## config.mk

```make
export PLATFORM = sky130hd
export DESIGN_NAME = spi_master_gen
export DESIGN_NICKNAME = d
export VERILOG_FILES = /design/src/rtl/spi_pkg.sv /design/src/rtl/spi_phase_calc.sv /design/src/rtl/spi_ctrl.sv /design/src/rtl/spi_datapath.sv /design/src/rtl/spi_master_gen.sv
export SDC_FILE = /design/constraint.sdc
export NUM_CORES = 1
export LEC_CHECK = 0
export ABC_AREA = 1
export CORE_UTILIZATION = 45
export CTS_CLUSTER_SIZE = 24
export DETAILED_ROUTE_END_ITERATION = 7
export GPL_TIMING_DRIVEN = 0
export PLACE_DENSITY = 0.66
export SLEW_MARGIN = 20
export SYNTH_ARGS = -nofsm -noshare
export SYNTH_HDL_FRONTEND = slang
export SYNTH_SLANG_ARGS = --single-unit
```

## constraint.sdc

```tcl
create_clock -name clk -period 3.6 [get_ports clk]
set_clock_uncertainty 0.15 [all_clocks]
set_input_delay 0.54 -clock clk [delete_from_list [all_inputs] [get_ports clk]]
set_output_delay 0.54 -clock clk [all_outputs]
set_load 0.005 [all_outputs]
```

## src/rtl/spi_pkg.sv

```systemverilog
package spi_pkg;

  typedef enum logic [1:0] {
    ST_IDLE = 2'd0,
    ST_LEAD = 2'd1,
    ST_HIGH = 2'd2,
    ST_LOW  = 2'd3
  } spiState_t;

  typedef struct packed {
    logic load;     // latch transmit word at acceptance
    logic shiftTx;  // advance to next transmit bit (rising edge, not first)
    logic sample;   // capture receive line (falling edge)
    logic finish;   // transfer complete, publish receive word
  } spiStrb_t;

endpackage

```

## src/rtl/spi_phase_calc.sv

```systemverilog
module spi_phase_calc #(
  parameter int DIV_W = 8
) (
  input  logic [DIV_W-1:0] divVal,
  output logic [DIV_W-1:0] highLen,
  output logic [DIV_W-1:0] lowLen
);

  localparam logic [DIV_W-1:0] ONE_D = {{(DIV_W-1){1'b0}}, 1'b1};

  logic [DIV_W:0]   roundedHalf;
  logic [DIV_W-1:0] floorHalf;

  assign roundedHalf = ({1'b0, divVal} + {{DIV_W{1'b0}}, 1'b1}) >> 1;
  assign floorHalf   = divVal >> 1;

  always_comb begin
    if (divVal == '0) begin
      highLen = ONE_D;
      lowLen  = ONE_D;
    end else if (divVal[0]) begin
      highLen = roundedHalf[DIV_W-1:0];
      lowLen  = roundedHalf[DIV_W-1:0];
    end else begin
      highLen = floorHalf + ONE_D;
      lowLen  = floorHalf;
    end
  end

endmodule

```

## src/rtl/spi_ctrl.sv

```systemverilog
module spi_ctrl
  import spi_pkg::*;
#(
  parameter int WORD_W = 8,
  parameter int DIV_W  = 8
) (
  input  logic             clk,
  input  logic             rstN,
  input  logic             startReq,
  input  logic [DIV_W-1:0] divVal,
  output logic             sclk,
  output logic             selN,
  output logic             mosiOe,
  output logic             doneP,
  output spiStrb_t         strb
);

  localparam int CNT_W = $clog2(WORD_W + 1);
  localparam logic [CNT_W-1:0] BITS_ALL = CNT_W'(WORD_W);
  localparam logic [DIV_W-1:0] ONE_D = {{(DIV_W-1){1'b0}}, 1'b1};

  spiState_t        state;
  logic [DIV_W-1:0] divReg;
  logic [DIV_W-1:0] phaseCnt;
  logic [CNT_W-1:0] bitCnt;
  logic [DIV_W-1:0] highLen;
  logic [DIV_W-1:0] lowLen;
  logic             phaseEnd;
  logic             lastBit;
  logic             accept;

  spi_phase_calc #(.DIV_W(DIV_W)) u_phase (
    .divVal (divReg),
    .highLen(highLen),
    .lowLen (lowLen)
  );

  always_comb begin
    case (state)
      ST_LEAD: phaseEnd = (phaseCnt == lowLen - ONE_D);
      ST_HIGH: phaseEnd = (phaseCnt == highLen - ONE_D);
      ST_LOW:  phaseEnd = (phaseCnt == lowLen - ONE_D);
      default: phaseEnd = 1'b0;
    endcase
  end

  assign lastBit = (bitCnt == BITS_ALL);
  assign accept  = (state == ST_IDLE) && startReq;

  always_comb begin
    strb.load    = accept;
    strb.shiftTx = (state == ST_LOW) && phaseEnd && !lastBit;
    strb.sample  = (state == ST_HIGH) && phaseEnd;
    strb.finish  = (state == ST_LOW) && phaseEnd && lastBit;
  end

  always_ff @(posedge clk or negedge rstN) begin
    if (!rstN) begin
      state    <= ST_IDLE;
      divReg   <= '0;
      phaseCnt <= '0;
      bitCnt   <= '0;
      sclk     <= 1'b0;
      selN     <= 1'b1;
      mosiOe   <= 1'b0;
      doneP    <= 1'b0;
    end else begin
      doneP <= strb.finish;
      case (state)
        ST_IDLE: begin
          if (accept) begin
            state    <= ST_LEAD;
            divReg   <= divVal;
            phaseCnt <= '0;
            bitCnt   <= '0;
            selN     <= 1'b0;
            mosiOe   <= 1'b1;
          end
        end
        ST_LEAD: begin
          if (phaseEnd) begin
            state    <= ST_HIGH;
            phaseCnt <= '0;
            sclk     <= 1'b1;
          end else begin
            phaseCnt <= phaseCnt + ONE_D;
          end
        end
        ST_HIGH: begin
          if (phaseEnd) begin
            state    <= ST_LOW;
            phaseCnt <= '0;
            sclk     <= 1'b0;
            bitCnt   <= bitCnt + 1'b1;
          end else begin
            phaseCnt <= phaseCnt + ONE_D;
          end
        end
        ST_LOW: begin
          if (phaseEnd) begin
            phaseCnt <= '0;
            if (lastBit) begin
              state  <= ST_IDLE;
              selN   <= 1'b1;
              mosiOe <= 1'b0;
            end else begin
              state <= ST_HIGH;
              sclk  <= 1'b1;
            end
          end else begin
            phaseCnt <= phaseCnt + ONE_D;
          end
        end
        default: state <= ST_IDLE;
      endcase
    end
  end


  sclk_idle_chk: assert property (@(posedge clk) disable iff (!rstN)
    sclk |-> !selN);


  done_pulse_chk: assert property (@(posedge clk) disable iff (!rstN)
    doneP |=> !doneP);


  done_release_chk: assert property (@(posedge clk) disable iff (!rstN)
    doneP |-> (selN && !mosiOe && !sclk));


  div_hold_chk: assert property (@(posedge clk) disable iff (!rstN)
    (state != ST_IDLE) |=> $stable(divReg));


  release_low_chk: assert property (@(posedge clk) disable iff (!rstN)
    $rose(selN) |-> (!sclk && !$past(sclk)));

endmodule

```

## src/rtl/spi_datapath.sv

```systemverilog
module spi_datapath
  import spi_pkg::*;
#(
  parameter int WORD_W = 8
) (
  input  logic              clk,
  input  logic              rstN,
  input  spiStrb_t          strb,
  input  logic [WORD_W-1:0] txWord,
  input  logic              miso,
  output logic              mosiOut,
  output logic [WORD_W-1:0] rxWord
);

  logic [WORD_W-1:0] txShift;
  logic [WORD_W-1:0] rxShift;

  always_ff @(posedge clk or negedge rstN) begin
    if (!rstN) begin
      txShift <= '0;
      rxShift <= '0;
      rxWord  <= '0;
    end else begin
      if (strb.load)
        txShift <= txWord;
      else if (strb.shiftTx)
        txShift <= {txShift[WORD_W-2:0], 1'b0};
      if (strb.sample)
        rxShift <= {rxShift[WORD_W-2:0], miso};
      if (strb.finish)
        rxWord <= rxShift;
    end
  end

  assign mosiOut = txShift[WORD_W-1];


  rx_hold_chk: assert property (@(posedge clk) disable iff (!rstN)
    !strb.finish |=> $stable(rxWord));


  tx_hold_chk: assert property (@(posedge clk) disable iff (!rstN)
    !(strb.load || strb.shiftTx) |=> $stable(mosiOut));

endmodule

```

## src/rtl/spi_master_gen.sv

```systemverilog
module spi_master_gen
  import spi_pkg::*;
#(
  parameter int WORD_W = 8,
  parameter int DIV_W  = 8
) (
  input  logic              clk,
  input  logic              rstN,
  input  logic [DIV_W-1:0]  divVal,
  input  logic              startReq,
  input  logic [WORD_W-1:0] txWord,
  input  logic              miso,
  output logic              sclk,
  output logic              selN,
  output logic              mosiOut,
  output logic              mosiOe,
  output logic [WORD_W-1:0] rxWord,
  output logic              doneP
);

  spiStrb_t strb;

  spi_ctrl #(.WORD_W(WORD_W), .DIV_W(DIV_W)) u_ctrl (
    .clk     (clk),
    .rstN    (rstN),
    .startReq(startReq),
    .divVal  (divVal),
    .sclk    (sclk),
    .selN    (selN),
    .mosiOe  (mosiOe),
    .doneP   (doneP),
    .strb    (strb)
  );

  spi_datapath #(.WORD_W(WORD_W)) u_data (
    .clk    (clk),
    .rstN   (rstN),
    .strb   (strb),
    .txWord (txWord),
    .miso   (miso),
    .mosiOut(mosiOut),
    .rxWord (rxWord)
  );

endmodule

```

==> results.md <==
* Status: finished, final reports clean
* Min Tclk post-route at 3.365 ns
* CP top delay family: simple AND/OR/NAND/NOR gates
* Routability congestion estimate at around 0.84
* Synthesis-to-layout area growth at 20.24%
* Largest net degree at the start of global routing at 51
* CP max stage delay at 0.43 ns
* DP Wirelength at between 4000 and 5000 um
* Synthesized Nets at 461
* Max_slew headroom at 57.80%
* Worst EP required at 3.66 ns
* IO Port Bufs at 32
* Fin. max-slew vios at 0
* Reg clk slew, reported paths at 0.10 ns
* Initial antenna violation count at 0
* Share of synthesized registers carrying an async set or reset at between 90% and 100%
* Seq/Total Area, Yosys at 39.33%
* N_diodes at 0
* Leakage at around 0.0018 uW
* I/O pins at 33
* Final core utilization at 56.04%
* First-pass detailed-route iteration total at 5
* Die width at 86.12 um
* Num Clock Sinks at 50
* Crit path cell chain: buf_4, ha_1, inv_2, nand2_4, inv_4, nor2_1, nand2_1, nand2_2, ha_1, xnor2_1, nor2_1, nand2_1, nor2_1, nand2_1, nor2_1, nand3_1, nor2_4, nand3_4, inv_2, nand2_2, buf_6, nand2_1, o21ai_2
* Die H at around 86 um
* GRT Total Usage at 19.35%
* Cell depth of the worst flop-to-flop path at 23
* # fillers at 657
* Critical Path Source Type: flop
* R2r endpoint: u_data.rxWord[7]$_DFFE_PN0P_
* Total Die Area at 7417 sq um
* Finish-stage setup viols at 0
* CTS Buf Count at 5
* Reg2Reg Launch Point: u_ctrl.state[0]$_DFFE_PN0P_
* Max Cap Viol at 0
* Cell row count at 30
* PwrDens at 746.5 nW/um^2
* Share of the synthesized area in the top cell type at 38.51%
* Crit share post-route at 93.49%
* Syn Std Cell Area at approximately 3200 sq um
* CP endpoint kind: flop
* Core area at 6832 sq um
* Place WS at 0.1935 ns
* DRC at 0
* VDD IR max at 266.1 uV
* WP buf/inv at 5
* Worst-Margin Slew at around 0.63 ns
* FF-to-FF setup slack at 0.23 ns
* Max FO, Critical Path at 10
* Post-synth EDFFs at 0
* YS warnings at 0
* Final nets at 512
* Yosys cell types at 34
* Hold Vio Cnt, Final at 0
* DR vias at ~2.9k
* Slowest CP cell: dfrtp_1
* Mapped Avg Cell Area at roughly 7.4 sq um
* Critical Path Start: u_ctrl.state[0]$_DFFE_PN0P_
* Htree depth at 2
* WL/cell at approximately 12 um
* Iter 0 DRT Violations at 111
* Avg Vias per Cell at 5.005
* Commonest cells post-synth: 126 x nand2_1, 49 x dfrtp_1, 41 x inv_1
* CTS tree: done
* CTS root buf: clkbuf_8
* Synth area leaders: dfrtp_1 39%, nand2_1 15%, nand3_1 6.3%, ha_1 5.1%, inv_1 4.8%
* First-pass GRT wire length at 11,460 um
* Grt ovf at 0
* Crit path DAT at 3.43 ns
* Maximum clock frequency at 297.1 MHz
* Yosys reg bits at 50
* Setup WS post-layout at 0.2345 ns
* CTS Buffer Depth at 2
* Initial core utilization at 46.61%
* Vias in the first global route at approximately 2.6k
* Worst-Skew Late Latency at 0.31 ns
* Routed Antenna Nets at 0
* Primary FF master, synth: dfrtp_1
* Hold Crit Class: in2async
* Most numerous cell in the Yosys netlist: nand2_1
* Cells after Synth at 428
* WL final at a little under 7000 um
* CP Class: reg2reg
* Synth area leader: dfrtp_1
* Share of layout cells above drive strength 1 at 15.83%
* Design Power at 2858 uW
how the worst max path moves through the flow:
stage,cells past startpoint,to
6_report,23,u_data.rxWord[7]$_DFFE_PN0P_
4_1_cts,22,u_data.rxWord[7]$_DFFE_PN0P_
5_1_grt,23,u_data.rxWord[7]$_DFFE_PN0P_
3_3_place_gp,22,u_data.rxWord[7]$_DFFE_PN0P_
3_5_place_dp,22,u_data.rxWord[7]$_DFFE_PN0P_
2_1_floorplan,22,u_data.rxWord[7]$_DFFE_PN0P_
worst register-to-register path, delay by kind of cell (launching register included):
family	cells	cell delay (ns)
XOR/XNOR	1	0.13
AND/OR/NAND/NOR	14	1.38
flip-flops	1	0.43
buffers and inverters	5	0.62
AO/OA/AOI/OAI	1	0.05
adder cells (fa/ha/maj)	2	0.50
final cells by class:
class                   count  area [sq um]  share of cell area (%)
flip-flops and latches     50          1255                   32.78
plain buffers              11         76.32                   1.993
multi-input cells         313          1667                   43.53
clock buffers               6         82.58                   2.157
inverters                  55         211.5                   5.523
repair buffers             43         400.4                   10.46
well taps                  96         120.1                   3.137
clock inverters             2         16.27                  0.4248
logic make-up (layout without fill, tap and decap cells):
logic type,Yosys count,count (layout),synth area share [%]
xor gates and xnor gates,12,12,3.301
DFF,50,50,39.33
buffers and inverters,66,117,8.880
AOI/OAI and AO/OA,63,63,12.18
adders and majority gates,13,13,5.108
and+or+nand+nor,224,225,31.20
where the power goes:
| part | internal, uW | switching [uW] | leakage [uW] |
|---|---|---|---|
| registers | 699 | 94.9 | 0.000652 |
| clock network | 159 | 202 | 0.0000478 |
| logic | 613 | 1090 | 0.00109 |
| total | 1470 | 1390 | 0.00179 |
metal layers:
metal	global-route usage (%)	vias up	part of all wire [%]
li1	-	1473	-
met2	33.91	52	48
met5	0	-	0
met4	6.061	0	1.4
met1	24.05	1349	46
met3	3.657	9	3.9
what timing repair did:
action                     CTS  global route
setup endpoints to repair    0            33
setup buffers                0            11
gates resized for setup      0             6
hold buffers                 0             0
sequential cells by signal (all words and copies together), names as in the netlist:
signal,flops
u_ctrl.mosiOe,1
u_ctrl.phaseCnt,8
u_ctrl.state,2
u_ctrl.doneP,1
u_ctrl.bitCnt,4
u_ctrl.divReg,8
u_ctrl.sclk,1
u_data.rxShift,8
u_data.txShift,8
u_data.rxWord,8
u_ctrl.selN,1
stage by stage:
step / hold slack, ns / instance area (sq um) / cells / TNS, ns
4_1_cts: 0.1197 / 3721 / 564 / 0
3_5_place_dp: 0.3229 / 3622 / 556 / 0
2_1_floorplan: 0.09441 / 3184 / 428 / 0
5_1_grt: 0.1516 / 3829 / 576 / -0.009900
6_report: 0.09668 / 3829 / 576 / 0
3_3_place_gp: 0.3140 / 3625 / 556 / 0
placed cells by master, fill, tap and decap left out, types with 4 or more instances in the layout:
cell type and count:
a21oi_1 10, buf_4 15, clkbuf_1 4, clkbuf_8 6
clkdlybuf4s50_1 31, dfrtp_1 47, ha_1 13, inv_1 41
inv_2 11, nand2_1 125, nand2_2 11, nand3_1 40
nand4_1 8, nor2_1 27, nor3_1 4, o21ai_0 30
o21ai_1 7, o21ai_2 10, xor2_1 9
(Power assumes the default switching activity.)
